--- config.mk ---
export PLATFORM = sky130hd
export DESIGN_NAME = rvc_expander
export DESIGN_NICKNAME = d
export VERILOG_FILES = /design/src/rtl/rvc_pkg.sv /design/src/rtl/rvc_fields.sv /design/src/rtl/rvc_decode.sv /design/src/rtl/rvc_out_stage.sv /design/src/rtl/rvc_expander.sv
export SDC_FILE = /design/constraint.sdc
export NUM_CORES = 1
export LEC_CHECK = 0
export BUFFER_PORTS_ARGS = -buffer_cell sky130_fd_sc_hd__buf_2
export CELL_PAD_IN_SITES_DETAIL_PLACEMENT = 1
export CELL_PAD_IN_SITES_GLOBAL_PLACEMENT = 2
export CORE_MARGIN = 2
export CORE_UTILIZATION = 25
export CTS_CLUSTER_SIZE = 14
export DETAILED_ROUTE_END_ITERATION = 12
export PLACE_DENSITY = 0.7
export SLEW_MARGIN = 20
export SYNTH_ARGS = -nofsm -noshare
export SYNTH_HDL_FRONTEND = slang
export SYNTH_SLANG_ARGS = --single-unit
--- constraint.sdc ---
create_clock -name clk -period 1.45 [get_ports clk]
set_input_delay 0.145 -clock clk [delete_from_list [all_inputs] [get_ports clk]]
set_output_delay 0.145 -clock clk [all_outputs]
set_load 0.01 [all_outputs]
--- src/rtl/rvc_pkg.sv ---
package rvc_pkg;

  localparam logic [6:0] OPC_LOAD   = 7'b0000011;
  localparam logic [6:0] OPC_STORE  = 7'b0100011;
  localparam logic [6:0] OPC_IMM    = 7'b0010011;
  localparam logic [6:0] OPC_IMM32  = 7'b0011011;
  localparam logic [6:0] OPC_REG    = 7'b0110011;
  localparam logic [6:0] OPC_REG32  = 7'b0111011;
  localparam logic [6:0] OPC_LUI    = 7'b0110111;
  localparam logic [6:0] OPC_JAL    = 7'b1101111;
  localparam logic [6:0] OPC_JALR   = 7'b1100111;
  localparam logic [6:0] OPC_BRANCH = 7'b1100011;
  localparam logic [31:0] WORD_EBREAK = 32'h0010_0073;

  // Operands pulled out of one compressed halfword.
  typedef struct packed {
    logic [4:0]  rd;        // full field [11:7], also rs1
    logic [4:0]  rs2;       // full field [6:2]
    logic [4:0]  rs1c;      // compact [9:7] mapped to x8..x15
    logic [4:0]  rs2c;      // compact [4:2] mapped to x8..x15
    logic [11:0] simm6;     // signed six-bit immediate, extended
    logic [5:0]  shamt;
    logic [11:0] off_spn;   // stack-pointer add, scaled by 4
    logic [11:0] off_w;     // compact word access
    logic [11:0] off_d;     // compact doubleword access
    logic [11:0] off_sp16;  // stack adjust, scaled by 16
    logic [19:0] up_lui;    // upper immediate field
    logic [20:0] off_jmp;   // jump offset
    logic [12:0] off_br;    // branch offset
    logic [11:0] off_lwsp;
    logic [11:0] off_ldsp;
    logic [11:0] off_swsp;
    logic [11:0] off_sdsp;
  } rvc_fields_t;

  function automatic logic [31:0] pack_i(logic [11:0] imm, logic [4:0] rs1,
                                         logic [2:0] f3, logic [4:0] rd, logic [6:0] opc);
    return {imm, rs1, f3, rd, opc};
  endfunction

  function automatic logic [31:0] pack_s(logic [11:0] imm, logic [4:0] rs2,
                                         logic [4:0] rs1, logic [2:0] f3);
    return {imm[11:5], rs2, rs1, f3, imm[4:0], OPC_STORE};
  endfunction

  function automatic logic [31:0] pack_b(logic [12:0] imm, logic [4:0] rs1, logic [2:0] f3);
    return {imm[12], imm[10:5], 5'd0, rs1, f3, imm[4:1], imm[11], OPC_BRANCH};
  endfunction

  function automatic logic [31:0] pack_j(logic [20:0] imm, logic [4:0] rd);
    return {imm[20], imm[10:1], imm[11], imm[19:12], rd, OPC_JAL};
  endfunction

  function automatic logic [31:0] pack_r(logic [6:0] f7, logic [4:0] rs2, logic [4:0] rs1,
                                         logic [2:0] f3, logic [4:0] rd, logic [6:0] opc);
    return {f7, rs2, rs1, f3, rd, opc};
  endfunction

endpackage

--- src/rtl/rvc_fields.sv ---
module rvc_fields
  import rvc_pkg::*;
(
  input  logic [15:0] instr_i,
  output rvc_fields_t fld_o
);
  logic [15:0] c;
  assign c = instr_i;

  always_comb begin
    fld_o.rd       = c[11:7];
    fld_o.rs2      = c[6:2];
    fld_o.rs1c     = {2'b01, c[9:7]};
    fld_o.rs2c     = {2'b01, c[4:2]};
    fld_o.simm6    = {{7{c[12]}}, c[6:2]};
    fld_o.shamt    = {c[12], c[6:2]};
    fld_o.off_spn  = {2'b00, c[10:7], c[12:11], c[5], c[6], 2'b00};
    fld_o.off_w    = {5'd0, c[5], c[12:10], c[6], 2'b00};
    fld_o.off_d    = {4'd0, c[6:5], c[12:10], 3'b000};
    fld_o.off_sp16 = {{3{c[12]}}, c[4:3], c[5], c[2], c[6], 4'd0};
    fld_o.up_lui   = {{15{c[12]}}, c[6:2]};
    fld_o.off_jmp  = {{10{c[12]}}, c[8], c[10:9], c[6], c[7], c[2], c[11], c[5:3], 1'b0};
    fld_o.off_br   = {{5{c[12]}}, c[6:5], c[2], c[11:10], c[4:3], 1'b0};
    fld_o.off_lwsp = {4'd0, c[3:2], c[12], c[6:4], 2'b00};
    fld_o.off_ldsp = {3'd0, c[4:2], c[12], c[6:5], 3'b000};
    fld_o.off_swsp = {4'd0, c[8:7], c[12:9], 2'b00};
    fld_o.off_sdsp = {3'd0, c[9:7], c[12:10], 3'b000};
  end
endmodule

--- src/rtl/rvc_decode.sv ---
module rvc_decode
  import rvc_pkg::*;
#(
  parameter int XLEN = 64
) (
  input  logic [15:0]  instr_i,
  input  rvc_fields_t  fld_i,
  output logic [31:0]  word_o,
  output logic         illegal_o
);
  localparam bit IS64 = (XLEN == 64);

  logic [1:0]  quad;
  logic [2:0]  slot;
  logic        b12;
  logic [31:0] raw;
  logic        bad;

  assign quad = instr_i[1:0];
  assign slot = instr_i[15:13];
  assign b12  = instr_i[12];

  always_comb begin
    raw = '0;
    bad = 1'b0;
    case (quad)
      2'b00: begin
        case (slot)
          3'b000: begin
            bad = (fld_i.off_spn == '0);
            raw = pack_i(fld_i.off_spn, 5'd2, 3'b000, fld_i.rs2c, OPC_IMM);
          end
          3'b010: raw = pack_i(fld_i.off_w, fld_i.rs1c, 3'b010, fld_i.rs2c, OPC_LOAD);
          3'b011: begin
            if (IS64) raw = pack_i(fld_i.off_d, fld_i.rs1c, 3'b011, fld_i.rs2c, OPC_LOAD);
            else      bad = 1'b1;
          end
          3'b110: raw = pack_s(fld_i.off_w, fld_i.rs2c, fld_i.rs1c, 3'b010);
          3'b111: begin
            if (IS64) raw = pack_s(fld_i.off_d, fld_i.rs2c, fld_i.rs1c, 3'b011);
            else      bad = 1'b1;
          end
          default: bad = 1'b1;
        endcase
      end
      2'b01: begin
        case (slot)
          3'b000: raw = pack_i(fld_i.simm6, fld_i.rd, 3'b000, fld_i.rd, OPC_IMM);
          3'b001: begin
            if (IS64) begin
              bad = (fld_i.rd == 5'd0);
              raw = pack_i(fld_i.simm6, fld_i.rd, 3'b000, fld_i.rd, OPC_IMM32);
            end else begin
              raw = pack_j(fld_i.off_jmp, 5'd1);
            end
          end
          3'b010: raw = pack_i(fld_i.simm6, 5'd0, 3'b000, fld_i.rd, OPC_IMM);
          3'b011: begin
            bad = !b12 && (fld_i.rs2 == 5'd0);
            if (fld_i.rd == 5'd2)
              raw = pack_i(fld_i.off_sp16, 5'd2, 3'b000, 5'd2, OPC_IMM);
            else
              raw = {fld_i.up_lui, fld_i.rd, OPC_LUI};
          end
          3'b100: begin
            case (instr_i[11:10])
              2'b00: begin
                bad = !IS64 && b12;
                raw = pack_i({6'b000000, fld_i.shamt}, fld_i.rs1c, 3'b101, fld_i.rs1c, OPC_IMM);
              end
              2'b01: begin
                bad = !IS64 && b12;
                raw = pack_i({6'b010000, fld_i.shamt}, fld_i.rs1c, 3'b101, fld_i.rs1c, OPC_IMM);
              end
              2'b10: raw = pack_i(fld_i.simm6, fld_i.rs1c, 3'b111, fld_i.rs1c, OPC_IMM);
              default: begin
                if (!b12) begin
                  case (instr_i[6:5])
                    2'b00: raw = pack_r(7'b0100000, fld_i.rs2c, fld_i.rs1c, 3'b000, fld_i.rs1c, OPC_REG);
                    2'b01: raw = pack_r(7'b0000000, fld_i.rs2c, fld_i.rs1c, 3'b100, fld_i.rs1c, OPC_REG);
                    2'b10: raw = pack_r(7'b0000000, fld_i.rs2c, fld_i.rs1c, 3'b110, fld_i.rs1c, OPC_REG);
                    default: raw = pack_r(7'b0000000, fld_i.rs2c, fld_i.rs1c, 3'b111, fld_i.rs1c, OPC_REG);
                  endcase
                end else if (IS64 && !instr_i[6]) begin
                  raw = pack_r(instr_i[5] ? 7'b0000000 : 7'b0100000, fld_i.rs2c, fld_i.rs1c,
                               3'b000, fld_i.rs1c, OPC_REG32);
                end else begin
                  bad = 1'b1;
                end
              end
            endcase
          end
          3'b101: raw = pack_j(fld_i.off_jmp, 5'd0);
          3'b110: raw = pack_b(fld_i.off_br, fld_i.rs1c, 3'b000);
          default: raw = pack_b(fld_i.off_br, fld_i.rs1c, 3'b001);
        endcase
      end
      2'b10: begin
        case (slot)
          3'b000: begin
            bad = !IS64 && b12;
            raw = pack_i({6'b000000, fld_i.shamt}, fld_i.rd, 3'b001, fld_i.rd, OPC_IMM);
          end
          3'b010: begin
            bad = (fld_i.rd == 5'd0);
            raw = pack_i(fld_i.off_lwsp, 5'd2, 3'b010, fld_i.rd, OPC_LOAD);
          end
          3'b011: begin
            bad = !IS64 || (fld_i.rd == 5'd0);
            raw = pack_i(fld_i.off_ldsp, 5'd2, 3'b011, fld_i.rd, OPC_LOAD);
          end
          3'b100: begin
            if (!b12) begin
              if (fld_i.rs2 == 5'd0) begin
                bad = (fld_i.rd == 5'd0);
                raw = pack_i(12'd0, fld_i.rd, 3'b000, 5'd0, OPC_JALR);
              end else begin
                raw = pack_i(12'd0, fld_i.rs2, 3'b000, fld_i.rd, OPC_IMM);
              end
            end else if (fld_i.rs2 == 5'd0) begin
              if (fld_i.rd == 5'd0) raw = WORD_EBREAK;
              else                  raw = pack_i(12'd0, fld_i.rd, 3'b000, 5'd1, OPC_JALR);
            end else begin
              raw = pack_r(7'b0000000, fld_i.rs2, fld_i.rd, 3'b000, fld_i.rd, OPC_REG);
            end
          end
          3'b110: raw = pack_s(fld_i.off_swsp, fld_i.rs2, 5'd2, 3'b010);
          3'b111: begin
            bad = !IS64;
            raw = pack_s(fld_i.off_sdsp, fld_i.rs2, 5'd2, 3'b011);
          end
          default: bad = 1'b1;
        endcase
      end
      default: bad = 1'b1;
    endcase
  end

  assign illegal_o = bad;
  assign word_o    = bad ? 32'd0 : raw;

  // a full-length encoding and the zero halfword are never expanded
  always_comb begin
    if (instr_i[1:0] == 2'b11 || instr_i == 16'd0) begin
      a_r1_not_compressed: assert (illegal_o);
    end
  end

  // the breakpoint slot yields the fixed system word
  always_comb begin
    if (instr_i == 16'h9002) begin
      a_r9_ebreak_word: assert (word_o == WORD_EBREAK && !illegal_o);
    end
  end

  // on 32-bit, a shift with amount bit 5 set is rejected
  always_comb begin
    if (!IS64 && b12 && ((quad == 2'b01 && slot == 3'b100 && !instr_i[11]) ||
                         (quad == 2'b10 && slot == 3'b000))) begin
      a_r6_rv32_wide_shift: assert (illegal_o);
    end
  end
endmodule

--- src/rtl/rvc_out_stage.sv ---
module rvc_out_stage #(
  parameter int W       = 33,
  parameter bit OUT_REG = 1'b1
) (
  input  logic         clk,
  input  logic         rst_n,
  input  logic         in_valid,
  output logic         in_ready,
  input  logic [W-1:0] in_data,
  output logic         out_valid,
  input  logic         out_ready,
  output logic [W-1:0] out_data
);
  if (OUT_REG) begin : g_reg
    logic         v_q;
    logic [W-1:0] d_q;

    assign in_ready = !v_q || out_ready;

    always_ff @(posedge clk or negedge rst_n) begin
      if (!rst_n) begin
        v_q <= 1'b0;
        d_q <= '0;
      end else if (in_ready) begin
        v_q <= in_valid;
        if (in_valid) d_q <= in_data;
      end
    end

    assign out_valid = v_q;
    assign out_data  = d_q;

    // a stalled beat keeps its value until taken
    a_r12_stall_hold: assert property (@(posedge clk) disable iff (!rst_n)
      out_valid && !out_ready |=> out_valid && $stable(out_data));

    // an accepted beat is offered right after the accepting edge
    a_r12_one_cycle: assert property (@(posedge clk) disable iff (!rst_n)
      in_valid && in_ready |=> out_valid);
  end else begin : g_wire
    assign in_ready  = out_ready;
    assign out_valid = in_valid;
    assign out_data  = in_data;
  end
endmodule

--- src/rtl/rvc_expander.sv ---
module rvc_expander
  import rvc_pkg::*;
#(
  parameter int XLEN    = 64,
  parameter bit OUT_REG = 1'b1
) (
  input  logic        clk,
  input  logic        rst_n,
  input  logic        in_valid,
  output logic        in_ready,
  input  logic [15:0] in_instr,
  output logic        out_valid,
  input  logic        out_ready,
  output logic [31:0] out_instr,
  output logic        out_illegal
);
  localparam int WORD_W = 32;
  localparam int BEAT_W = WORD_W + 1;

  rvc_fields_t       fld;
  logic [WORD_W-1:0] dec_word;
  logic              dec_bad;
  logic [BEAT_W-1:0] beat_out;

  rvc_fields u_fields (
    .instr_i (in_instr),
    .fld_o   (fld)
  );

  rvc_decode #(.XLEN(XLEN)) u_decode (
    .instr_i   (in_instr),
    .fld_i     (fld),
    .word_o    (dec_word),
    .illegal_o (dec_bad)
  );

  rvc_out_stage #(.W(BEAT_W), .OUT_REG(OUT_REG)) u_stage (
    .clk       (clk),
    .rst_n     (rst_n),
    .in_valid  (in_valid),
    .in_ready  (in_ready),
    .in_data   ({dec_bad, dec_word}),
    .out_valid (out_valid),
    .out_ready (out_ready),
    .out_data  (beat_out)
  );

  assign out_illegal = beat_out[WORD_W];
  assign out_instr   = beat_out[WORD_W-1:0];

  // a flagged result never carries a word
  a_r11_illegal_zero: assert property (@(posedge clk) disable iff (!rst_n)
    out_valid && out_illegal |-> out_instr == '0);

  // every expanded word is a full-length encoding
  a_r1_full_length: assert property (@(posedge clk) disable iff (!rst_n)
    out_valid && !out_illegal |-> out_instr[1:0] == 2'b11);
endmodule

### Word level (Yosys, flattened, before mapping)

Index checks and enable logic that the tools add are counted.

* word-level logic and storage cells: 56
* input bits: 20
* output and inout bits: 35
* register bits: 34

* reductions and logical operators: 16
* multiplexer cells: 24
* eq/ne operators: 14

Operators with widths (count)
* $pmux 32 s7: 1
* $pmux 32 s3: 2
* $pmux 32 s6: 1
* $pmux 30 s5: 1
* $mux 32: 3
* $pmux 31 s3: 1
* $mux 25: 2
* $mux 29: 1
* $mux 21: 1
* $mux 20: 1
* $eq 3x3->1 const B: 4
* $logic_not 12->1: 1
* $logic_not 5->1: 2
* $pmux 1 s3: 3
* $eq 2x1->1 const B: 3
* $eq 2x2->1 const B: 3
* $eq 3x2->1 const B: 2
* $logic_not 2->1: 3
* $mux 6: 1
* $reduce_or 3->1: 2
* $eq 5x2->1 const B: 1
* $mux 1: 5
* $reduce_or 4->1: 1
* $eq 3x1->1 const B: 1
* 7 further kinds: 8

### Logic depth before layout (Yosys ltp)

* depth in word-level cells: 7
* mapped depth: 9
* gate-level depth less buffers: 6

### Hierarchy

A second synthesis with hierarchy kept.

* cell total of the unflattened synthesis: 709
* area, all modules: 5849.4 µm²

Modules (own cells, without submodules)
* rvc_decode: area an instance 3002.9 µm², sequential area each 0.0 µm², cells each 446, instances 1
* rvc_out_stage: area an instance 1427.6 µm², sequential area each 850.8 µm², cells each 73, instances 1
* rvc_fields: area an instance 1418.9 µm², sequential area each 0.0 µm², cells each 190, instances 1

### Least setup slack after synthesis

OpenSTA, ideal clock, no wires.

* path type: input port to flip-flop
* from: in in_instr[5]
* to: reg u_stage.g_reg.d_q[11], in the netlist u_stage.out_data[11]
* stages: 7
* setup slack: -0.610 ns
* arrival: 1.939 ns
* data required time: 1.329 ns
* cell sequence: buf_6 or4_4 or4_1 a311oi_2 a211oi_1 buf_6 a22o_1

* cells in the longest elaborated chain, start to end: 6
* elaborated cells on any way between the ends: 15

RTL lines
* start: declaration: line rvc_expander.sv:11 `input logic [15:0] in_instr,`
* $logic_not 5->1: line rvc_decode.sv:59, rvc_decode.sv:114, rvc_decode.sv:120
* $mux 20, or another cell as far along: line rvc_decode.sv:114 `if (fld_i.rs2 == 5'd0) begin`
* $mux 25 / $mux 1 (equally long branches): line rvc_decode.sv:113 `if (!b12) begin`
* $pmux 32 s6 / $pmux 1 s3 (equally long branches): line rvc_decode.sv:99 `case (slot)`
* $pmux 32 s3 / $pmux 1 s3 (equally long branches): line rvc_decode.sv:26 `case (quad)`
* $mux 32 (*): line rvc_decode.sv:140 `assign word_o = bad ? 32'd0 : raw;`
* end signal: assignment: line rvc_out_stage.sv:26 `if (in_valid) d_q <= in_data;`
* end: declaration: line rvc_out_stage.sv:16 `logic [W-1:0] d_q;`

Every way passes the cells marked *; elsewhere a longest branch is shown, timed or not.
A chain may end at the register's enable or synchronous reset.

### Final worst setup path

* from: in in_instr[6]
* to: reg u_stage.g_reg.d_q[31], in the netlist u_stage.out_data[31]

* cells in the longest elaborated chain, start to end: 6
* elaborated cells on any way between the ends: 13

RTL lines (line)
* $logic_not 5->1 / $mux 1 (equally long branches)
* $mux 1, on equally long branches: rvc_decode.sv:114, rvc_decode.sv:77
* $mux 1, on equally long branches: rvc_decode.sv:113, rvc_decode.sv:66
* $pmux 1 s3, on equally long branches: rvc_decode.sv:99, rvc_decode.sv:47
* $pmux 1 s3 (*): rvc_decode.sv:26
* $mux 32 (*): rvc_decode.sv:140

Marked as above.

==> flow_metrics.env <==
export IMPL_status="finished with violations"
export IMPL_violations="setup timing"
export IMPL_use_met1_pct=35.4
export IMPL_setup_viol_count_final=31
export IMPL_final_antenna_net_count=0
export IMPL_ys_seq_area_share_pct=29.5
export IMPL_rsz0062_at_grt="yes"
export IMPL_synthCells=399
export IMPL_cp_slowest_stage_delay_ps=540
export IMPL_die_width_um=110
export IMPL_area_growth_pct=51.6
export IMPL_numCtsBuffers=5
export IMPL_grt_overflow_total=0
export IMPL_clock_skew_ps=9.12
export IMPL_synthArstFlopShare_pct=100
export IMPL_insertion_delay_ps=290
export IMPL_syn_area_mm2=0.00280
export IMPL_synth_edf_count=0
export IMPL_synth_nets=419
export IMPL_finalHoldViolations=0
export IMPL_p_leak_uw=0.00189
export IMPL_drive_gt1_share_pct=37.7
export IMPL_finalWorstSetupSlack_ps=-444
export IMPL_ys_warn_count=0
export IMPL_clockBufferDepth=2
export IMPL_period_share_pct=131
export IMPL_gr_max_usage_layer="met2"
export IMPL_crit_arrival_ps=2080
export IMPL_powerDensity_mw_per_mm2=699
export IMPL_diodes=0
export IMPL_coreArea_mm2=0.0109
export IMPL_grt_max_degree=36
export IMPL_drc_errors=0
export IMPL_dieArea_mm2=0.0121
export IMPL_max_slew_worst_pin_slew_ps=760
export IMPL_critPathMaxFanout=7
export IMPL_worstSetupPathType="in2reg"
export IMPL_ios=55
export IMPL_cp_required_ps=1630
export IMPL_tritoncts="built"
export IMPL_grt_pass1_wl_um=23700
export IMPL_num_vias=3899
export IMPL_crit_top_cell="or4_4"
export IMPL_hold_class="in2reg"
export IMPL_viasPerCell=5.70
export IMPL_whs_ps=169
export IMPL_htree_levels=2
export IMPL_start_kind="input pin"
export IMPL_grt_antenna_before_repair=0
export IMPL_hpwl_um=11900
export IMPL_synth_distinct_cells=55
export IMPL_dr_pass1_iters=5
export IMPL_groute_layer_met3_usage_pct=4.03
export IMPL_drt_wirelength_per_cell_um=22.7
export IMPL_drv_slew=0
export IMPL_finalCriticalPeriod_ps=1890
export IMPL_use_met2_pct=44.2
export IMPL_drv_cap=0
export IMPL_clk_pin_slew_ps=80
export IMPL_max_freq_mhz=528
export IMPL_fin_setup_tns_ps=-12420
export IMPL_wl_um=15600
export IMPL_cp_cell_sequence="buf_6 > or4_4 > or4_4 > a311oi_2 > buf_4 > a211oi_4 > a32o_1"
export IMPL_clockRootBuffer="clkbuf_8"
export IMPL_ys_ff_latch=33
export IMPL_fp_dieH_um=110
export IMPL_cpMaxStageDelayCell="or4_4"
export IMPL_crit_family="simple AND/OR/NAND/NOR gates"
export IMPL_grt_usage_pct=26.7
export IMPL_slew_headroom_pct=49.3
export IMPL_syn_area_per_cell_um2=7.03
export IMPL_num_nets_final=563
export IMPL_cp_end_kind="flip-flop"
export IMPL_crit_buf_inv=2
export IMPL_grt_pass1_vias=3971
export IMPL_cts_sinks=33
export IMPL_place_congestion=0.996
export IMPL_numPortBuffers=54
export IMPL_initial_utilization_pct=25.8
export IMPL_fp_row_count=38
export IMPL_ys_flop_type="dfrtp_1"
export IMPL_max_vdd_ir_drop_mv=0.370
export IMPL_dr_first_iter_drc_count=295
## cells in the final DEF, fill, tap and decap left out, types with 8 or more instances in the layout
cell      netlist  routed
nor2_1         37      35
nor3_1         18      18
o21ai_0        37      35
buf_2           0      51
a31oi_1         8       8
dfrtp_1        33      33
nand2b_1       11      11
nand2_1        54      53
buf_4           2     117
a21oi_1        41      39
o21ai_1        14      16
## layer usage
layer,part of all wire [%],up-vias
li1,-,1755
met1,43,1941
met2,47,173
met3,6.6,30
met4,3.1,0
met5,0,-
## tightest hold or removal path, delay by kind of cell
kind,cells,cell delay (ps)
buffers and inverters,2,200
AND/OR/NAND/NOR,1,80
## stage by stage
step / cell area [µm²] / total power [µW] / instances / util [%] / worst slack [ps]
final: 4250 / 2970 / 684 / 39.0 / -444
after global routing: 4250 / 3140 / 684 / 39.0 / -456
after CTS: 4200 / 2950 / 683 / 38.6 / -499
after detailed placement: 3970 / 2160 / 671 / 36.5 / -917
after global placement: 3970 / 2140 / 671 / 36.5 / -894
after floorplan: 2830 / 1580 / 399 / - / -561
## final cells by class
| class | instances | area [µm²] |
|---|---|---|
| fill | 1384 | 6640 |
| timing repair buffer | 173 | 1200 |
| clock inverter | 2 | 13.8 |
| multi-input combinational | 322 | 1930 |
| tap | 140 | 175 |
| clock buffer | 6 | 82.6 |
| sequential | 33 | 826 |
| inverter | 8 | 30.0 |
## synthesized netlist by cell type, types with 5 or more instances
| library cell | count | area [µm²] |
|---|---|---|
| nand2_1 | 54 | 203 |
| a21oi_1 | 41 | 205 |
| nor2_1 | 37 | 139 |
| o21ai_0 | 37 | 185 |
| dfrtp_1 | 33 | 826 |
| clkbuf_1 | 30 | 113 |
| nor3_1 | 18 | 90.1 |
| o21ai_1 | 14 | 70.1 |
| nand2b_1 | 11 | 68.8 |
| a31oi_1 | 8 | 50.1 |
| a211oi_1 | 7 | 52.6 |
| a22o_1 | 7 | 61.3 |
| inv_1 | 7 | 26.3 |
| nand3_1 | 7 | 35.0 |
| a221oi_1 | 5 | 43.8 |
| a22oi_1 | 5 | 37.5 |
| o21a_1 | 5 | 37.5 |
| o31ai_1 | 5 | 37.5 |
## power breakdown
group          leakage (µW)  switching [µW]  internal (µW)  total, µW
combinational       0.00140             687            473       1160
sequential         0.000437            47.1           1010       1050
clock             0.0000512             373            385        758
total               0.00189            1110           1860       2970
## worst paths after layout
path | startpoint | end | cells after the start | slack [ps]
min in group asynchronous | rst_n | u_stage.out_data[16] | 2 | 460
setup / recovery | in_instr[6] | u_stage.out_data[31] | 7 | -440
hold / removal | in_valid | u_stage.out_valid | 3 | 170
hold reg to reg | u_stage.out_data[21] | u_stage.out_data[21] | 2 | 490
max in group asynchronous | rst_n | u_stage.out_data[30] | 2 | 480
setup reg to reg | u_stage.out_valid | u_stage.out_data[3] | 5 | -160
## flip-flops by register name, indices dropped and copies added (netlist names)
name               count
u_stage.out_data      32
u_stage.out_valid      1
## what timing repair did
| action | 4_1_cts | 5_1_grt |
|---|---|---|
| setup endpoints to repair | 32 | 32 |
| gates cloned | 2 | 0 |
| hold endpoints to repair | 33 | 0 |
| buffers inserted | 1 | 1 |
| resized for setup | 14 | 13 |
| hold buffers | 1 | 0 |
| pin swaps | 10 | 2 |
## cells by family (layout without fill, tap and decap cells)
| kind of cell | after synthesis | after routing | synth area share (%) |
|---|---|---|---|
| multiplexers | 1 | 1 | 0.357 |
| buffers and inverters | 46 | 189 | 6.96 |
| flip-flops | 33 | 33 | 29.5 |
| AO/OA/AOI/OAI | 164 | 165 | 37.2 |
| AND/OR/NAND/NOR | 155 | 156 | 26.1 |
Note: power is estimated with default switching activity, not from simulation.
